**src/rtl/rp_seq_pkg.sv**
```systemverilog
package rp_seq_pkg;

    typedef enum logic [3:0] {
        ST_IDLE,
        ST_STRAP,
        ST_PD_REL,
        ST_SETTLE,
        ST_PHY_INIT,
        ST_PERST,
        ST_LINK_WAIT,
        ST_QUIET,
        ST_READY,
        ST_FAIL
    } seq_state_e;

    typedef struct packed {
        logic rc_mode;
        logic pd_rst;
        logic soft_rst;
        logic phy_req;
        logic perst_n;
        logic ltssm_en;
        logic cfg_ready;
        logic fail;
    } ctrl_t;

    typedef struct packed {
        seq_state_e st;
    } seq_regs_t;

endpackage

```
**src/rtl/rp_seq_timer.sv**
```systemverilog
module rp_seq_timer #(
    parameter int W = 8
) (
    input  logic         clk,
    input  logic         rst_n,
    input  logic         clr,
    input  logic [W-1:0] limit,
    output logic         expired
);
    logic [W-1:0] cnt_d, cnt_q;

    always_comb begin
        cnt_d = cnt_q;
        if (clr) begin
            cnt_d = '0;
        end else if (cnt_q != {W{1'b1}}) begin
            cnt_d = cnt_q + 1'b1;
        end
    end

    always_ff @(posedge clk or negedge rst_n) begin
        if (!rst_n) cnt_q <= '0;
        else        cnt_q <= cnt_d;
    end

    // limit is never zero; the step lasts exactly limit cycles
    assign expired = (cnt_q == limit - W'(1));
endmodule

```
**src/rtl/rp_seq_decode.sv**
```systemverilog
module rp_seq_decode
    import rp_seq_pkg::*;
#(
    parameter bit HAS_PERST = 1'b1
) (
    input  seq_state_e st,
    output ctrl_t      ctrl
);
    logic perst_n_raw;

    always_comb begin
        ctrl.rc_mode   = (st != ST_IDLE);
        ctrl.pd_rst    = (st == ST_IDLE) || (st == ST_STRAP);
        ctrl.soft_rst  = (st == ST_IDLE) || (st == ST_STRAP) || (st == ST_PD_REL);
        ctrl.phy_req   = (st == ST_PHY_INIT);
        ctrl.ltssm_en  = (st == ST_LINK_WAIT) || (st == ST_QUIET) || (st == ST_READY);
        ctrl.cfg_ready = (st == ST_READY);
        ctrl.fail      = (st == ST_FAIL);
        ctrl.perst_n   = perst_n_raw;
    end

    generate
        if (HAS_PERST) begin : g_perst
            assign perst_n_raw = (st != ST_PERST);
        end else begin : g_no_perst
            assign perst_n_raw = 1'b1;
        end
    endgenerate
endmodule

```
**src/rtl/rp_bringup_seq.sv**
```systemverilog
module rp_bringup_seq
    import rp_seq_pkg::*;
#(
    parameter int unsigned CLK_KHZ         = 200000,
    parameter int unsigned LINK_TIMEOUT_MS = 50,
    parameter bit          HAS_PERST       = 1'b1
) (
    input  logic clk,
    input  logic rst_n,
    input  logic start_i,
    input  logic abort_i,
    input  logic phy_init_done_i,
    input  logic link_up_i,
    output logic rc_mode_o,
    output logic pd_rst_o,
    output logic soft_rst_o,
    output logic phy_init_req_o,
    output logic perst_n_o,
    output logic ltssm_en_o,
    output logic cfg_ready_o,
    output logic fail_o
);
    localparam int unsigned CYC_1MS     = CLK_KHZ;
    localparam int unsigned CYC_100US   = (CLK_KHZ + 9) / 10;
    localparam int unsigned CYC_100MS   = CLK_KHZ * 100;
    localparam int unsigned CYC_LINK_TO = CLK_KHZ * LINK_TIMEOUT_MS;
    localparam int unsigned MAX_LIM     = (CYC_100MS > CYC_LINK_TO) ? CYC_100MS : CYC_LINK_TO;
    localparam int          CW          = $clog2(MAX_LIM + 1);

    seq_regs_t     cur_q, nxt_d;
    logic [CW-1:0] lim;
    logic          tmr_done;
    logic          tmr_clr;
    ctrl_t         ctrl;

    always_comb begin
        nxt_d = cur_q;
        lim   = CW'(1);
        unique case (cur_q.st)
            ST_IDLE:     if (start_i) nxt_d.st = ST_STRAP;
            ST_STRAP:    nxt_d.st = ST_PD_REL;
            ST_PD_REL:   nxt_d.st = ST_SETTLE;
            ST_SETTLE: begin
                lim = CW'(CYC_1MS);
                if (tmr_done) nxt_d.st = ST_PHY_INIT;
            end
            ST_PHY_INIT: begin
                if (phy_init_done_i) nxt_d.st = HAS_PERST ? ST_PERST : ST_LINK_WAIT;
            end
            ST_PERST: begin
                lim = CW'(CYC_100US);
                if (tmr_done) nxt_d.st = ST_LINK_WAIT;
            end
            ST_LINK_WAIT: begin
                lim = CW'(CYC_LINK_TO);
                if (link_up_i)     nxt_d.st = HAS_PERST ? ST_QUIET : ST_READY;
                else if (tmr_done) nxt_d.st = ST_FAIL;
            end
            ST_QUIET: begin
                lim = CW'(CYC_100MS);
                if (tmr_done) nxt_d.st = ST_READY;
            end
            ST_READY:    nxt_d.st = ST_READY;
            ST_FAIL:     nxt_d.st = ST_FAIL;
            default:     nxt_d.st = ST_IDLE;
        endcase
        if (abort_i) nxt_d.st = ST_IDLE;
    end

    assign tmr_clr = (nxt_d.st != cur_q.st);

    always_ff @(posedge clk or negedge rst_n) begin
        if (!rst_n) cur_q.st <= ST_IDLE;
        else        cur_q    <= nxt_d;
    end

    rp_seq_timer #(.W(CW)) u_timer (
        .clk     (clk),
        .rst_n   (rst_n),
        .clr     (tmr_clr),
        .limit   (lim),
        .expired (tmr_done)
    );

    rp_seq_decode #(.HAS_PERST(HAS_PERST)) u_decode (
        .st   (cur_q.st),
        .ctrl (ctrl)
    );

    assign rc_mode_o      = ctrl.rc_mode;
    assign pd_rst_o       = ctrl.pd_rst;
    assign soft_rst_o     = ctrl.soft_rst;
    assign phy_init_req_o = ctrl.phy_req;
    assign perst_n_o      = ctrl.perst_n;
    assign ltssm_en_o     = ctrl.ltssm_en;
    assign cfg_ready_o    = ctrl.cfg_ready;
    assign fail_o         = ctrl.fail;
endmodule

```
**config.mk**
```make
export PLATFORM = sky130hd
export DESIGN_NAME = rp_bringup_seq
export DESIGN_NICKNAME = d
export VERILOG_FILES = /design/src/rtl/rp_seq_pkg.sv /design/src/rtl/rp_seq_timer.sv /design/src/rtl/rp_seq_decode.sv /design/src/rtl/rp_bringup_seq.sv
export SDC_FILE = /design/constraint.sdc
export NUM_CORES = 1
export LEC_CHECK = 0
export ABC_AREA = 1
export BUFFER_PORTS_ARGS = -buffer_cell sky130_fd_sc_hd__buf_4
export CAP_MARGIN = 20
export CORE_ASPECT_RATIO = 0.6
export CORE_MARGIN = 2
export CORE_UTILIZATION = 60
export CTS_CLUSTER_SIZE = 16
export DETAILED_ROUTE_END_ITERATION = 16
export PLACE_DENSITY = 0.79
export SLEW_MARGIN = 40
export SYNTH_ARGS = -nofsm -noshare
export SYNTH_HDL_FRONTEND = slang
export SYNTH_SLANG_ARGS = --single-unit
```
**constraint.sdc**
```tcl
create_clock -name clk -period 6.5 [get_ports clk]
set_clock_uncertainty 0.05 [all_clocks]
set_input_delay 1.3 -clock clk [delete_from_list [all_inputs] [get_ports clk]]
set_output_delay 1.3 -clock clk [all_outputs]
set_load 0.005 [all_outputs]
```
==> results_dict.tcl <==
set metrics [dict create \
    dpl.hpwl_um 4700 \
    cts.sinks 29 \
    rows 17 \
    slew_viol_final 0 \
    drc 0 \
    fmax_mhz 316 \
    yosysWarnings 0 \
    max-slew-margin-rel 0.503 \
    synth_top_area_cell "dfrtp_1" \
    cts_tree "yes" \
    hold_class "reg -> reg" \
    cts-htree-levels 2 \
    viasPerCell 5.63 \
    cap_violations 0 \
    outcome "completed" \
    io_buffers 13 \
    drive_above_1_share 0.176 \
    cts-buffers-inserted 5 \
    power.share.sequential 0.312 \
    multi_input_area_sq_mm 0.00138 \
    routed_wl_um 6110 \
    hold_viol 0 \
    syn_area_sq_mm 0.00239 \
    grt_setup_unrepaired "false" \
    root_buffer "clkbuf_8" \
    worstMarginPinSlew_ns 0.745 \
    seq_area_sq_um 726 \
    ys_ff_latch 29 \
    cts_resized 0 \
    critPathKind "reg -> out" \
    avgSynthCellArea_sq_um 6.92 \
    dieArea_sq_mm 0.00451 \
    drt_first_pass_iters 7 \
    power_density_mw_per_mm2 269 \
    hold_slack_ns 0.559 \
    first_global_vias 2003 \
    cpMaxStageDelayCell "dfrtp_1" \
    pwr-share-comb 0.465 \
    crit_arrival_ns 1.82 \
    cp-start-kind "flip-flop" \
    critPathCaptureType "primary output" \
    die_h_um 52.8 \
    fin_nets 365 \
    timing.final.ws_setup_ns 3.33 \
    fin_crit_sh 0.487 \
    diodes 0 \
    layout_commonest_cell "nand2_1" \
    max_stage_delay_ns 0.62 \
    fin_area_sq_mm 0.00256 \
    crit_family "flip-flops" \
    first_iter_violations 239 \
    synthCells 345 \
    setup_viol 0 \
    area_growth_pct 7.34 \
    fillCellCount 324 \
    cts_hold_buf 0 \
    cp_num_buf_inv 3 \
    core_sq_mm 0.00374 \
    yosysSeqAreaShare 0.304 \
    cts_setup_buffers 0 \
    fin_util 0.684 \
    track_usage 0.298 \
    clock_path_buffers 2 \
    io_pins 14 \
    postRouteAntennaNets 0 \
    timing.rr.start "cur_q[3]$_DFF_PN0_" \
    hold_start "u_timer.cnt_q[22]$_DFFE_PN0P_" \
    clk_latency_ns 0.29 \
    required_ns 5.15 \
    critical_path.cell_chain "inv_4, nand3_1, inv_1, or2_2, buf_4" \
    mostFrequentLayoutCells "nand2_1 (94), inv_1 (47), nand3_1 (30)" \
    p_leak_nw 1.20 \
    gr-total-overflow 0 \
    grt_pass1_wl_um 10000 \
    crit_fanout 9 \
    gp_congestion 1.05 \
    netSwitchingFraction 0.468 \
    p_int_uw 366 \
    grt_start_max_net_pins 30 \
    syn_nets 352 \
    p_sw_uw 322 \
    antenna_found_initial 0 \
    fin_crit_ns 3.17 \
    place_area_sq_mm 0.00247 \
    cts.clk_slew.worst_paths_ns 0.05 \
    p_clk_frac 0.223 \
    yosys-top-cells-area "dfrtp_1 (30%), nand2_1 (15%), nor3_2 (8.4%)" \
    finalSetupTns_ns 0 \
    synth_top_area_frac 0.304 \
    wl_per_cell_um 15.1 \
    vias 2282 \
    place_ws_ns 3.47 \
    die_w_um 85.4 \
    synthDistinctLibCells 31 \
    startpoint "cur_q[3]$_DFF_PN0_" \
    start_util 0.637 \
    peakVddDrop_mv 0.300 \
]
## per-stage QoR
| step | total power [mW] | std cells |
|---|---|---|
| 6_report | 0.689 | 405 |
| 3_5_place_dp | 0.532 | 398 |
| 2_1_floorplan | 0.486 | 345 |
| 4_1_cts | 0.684 | 405 |
| 5_1_grt | 0.732 | 405 |
| 3_3_place_gp | 0.536 | 398 |
## power by group through the flow
stage | Clock, mW | Combinational [mW] | Sequential [mW]
after floorplan | 0 | 0.282 | 0.204
after global placement | 0 | 0.319 | 0.217
after detailed placement | 0 | 0.314 | 0.218
after CTS | 0.154 | 0.316 | 0.214
after global routing | 0.161 | 0.354 | 0.217
final | 0.154 | 0.320 | 0.215
## Yosys cell counts
master,count
nand2_1,94
inv_1,47
nand3_1,30
dfrtp_1,29
nor2_1,28
nor3_2,20
xor2_1,14
nand4_1,13
nor3_1,13
a21oi_1,7
o21ai_0,6
inv_2,5
nand2_2,5
nor2_2,5
buf_6,4
buf_4,3
nand3_2,3
nor4_1,3
clkinv_1,2
nand3b_1,2
nor2_4,2
a211oi_1,1
ha_1,1
inv_4,1
nand3_4,1
nor2_8,1
o211ai_1,1
o21ai_1,1
o31ai_1,1
or2_2,1
xnor2_1,1
## state kept, by name, summed over array words and instances (netlist names)
signal,cells
cur_q,4
u_timer.cnt_q,25
## logic make-up after synthesis
group / count (synthesis) / share of synthesized area
compound gates: 17 / 0.0388
xor+xnor: 15 / 0.0551
fa+ha+maj: 1 / 0.00524
buf+inv: 62 / 0.116
flops: 29 / 0.304
simple gates: 221 / 0.481
## cell type report
type	instances	share of cell area
Sequential cell	29	0.283
Multi-Input combinational cell	254	0.540
Timing Repair Buffer	13	0.0381
Tap cell	47	0.0230
Inverter	55	0.0816
Clock buffer	7	0.0337
## path summary, 6_finish.rpt
path                                            endpoint  slack, ns  depth (start not counted)
max reg2reg                u_timer.cnt_q[24]$_DFFE_PN0P_       3.45                         15
min                        u_timer.cnt_q[22]$_DFFE_PN0P_       0.56                          3
max                                           ltssm_en_o       3.33                          5
min in group asynchronous             cur_q[1]$_DFF_PN0_       0.87                          1
max in group asynchronous  u_timer.cnt_q[17]$_DFFE_PN0P_       5.25                          1
min reg2reg                u_timer.cnt_q[22]$_DFFE_PN0P_       0.56                          3
## metal layers
metal / GRT usage / vias up / wire length, um
met1: 0.457 / 1032 / 3180
met5: 0 / - / 0
li1: - / 1135 / -
met4: 0.0661 / 0 / 53
met2: 0.397 / 107 / 2220
met3: 0.0961 / 8 / 653
## tightest hold or removal path, stage by stage, from the launching register on
cell	delay, ns
dfrtp_1	0.37
nand3_1	0.08
nand2_1	0.08
nor3_2	0.04
Note: power is estimated with default switching activity, not from simulation.
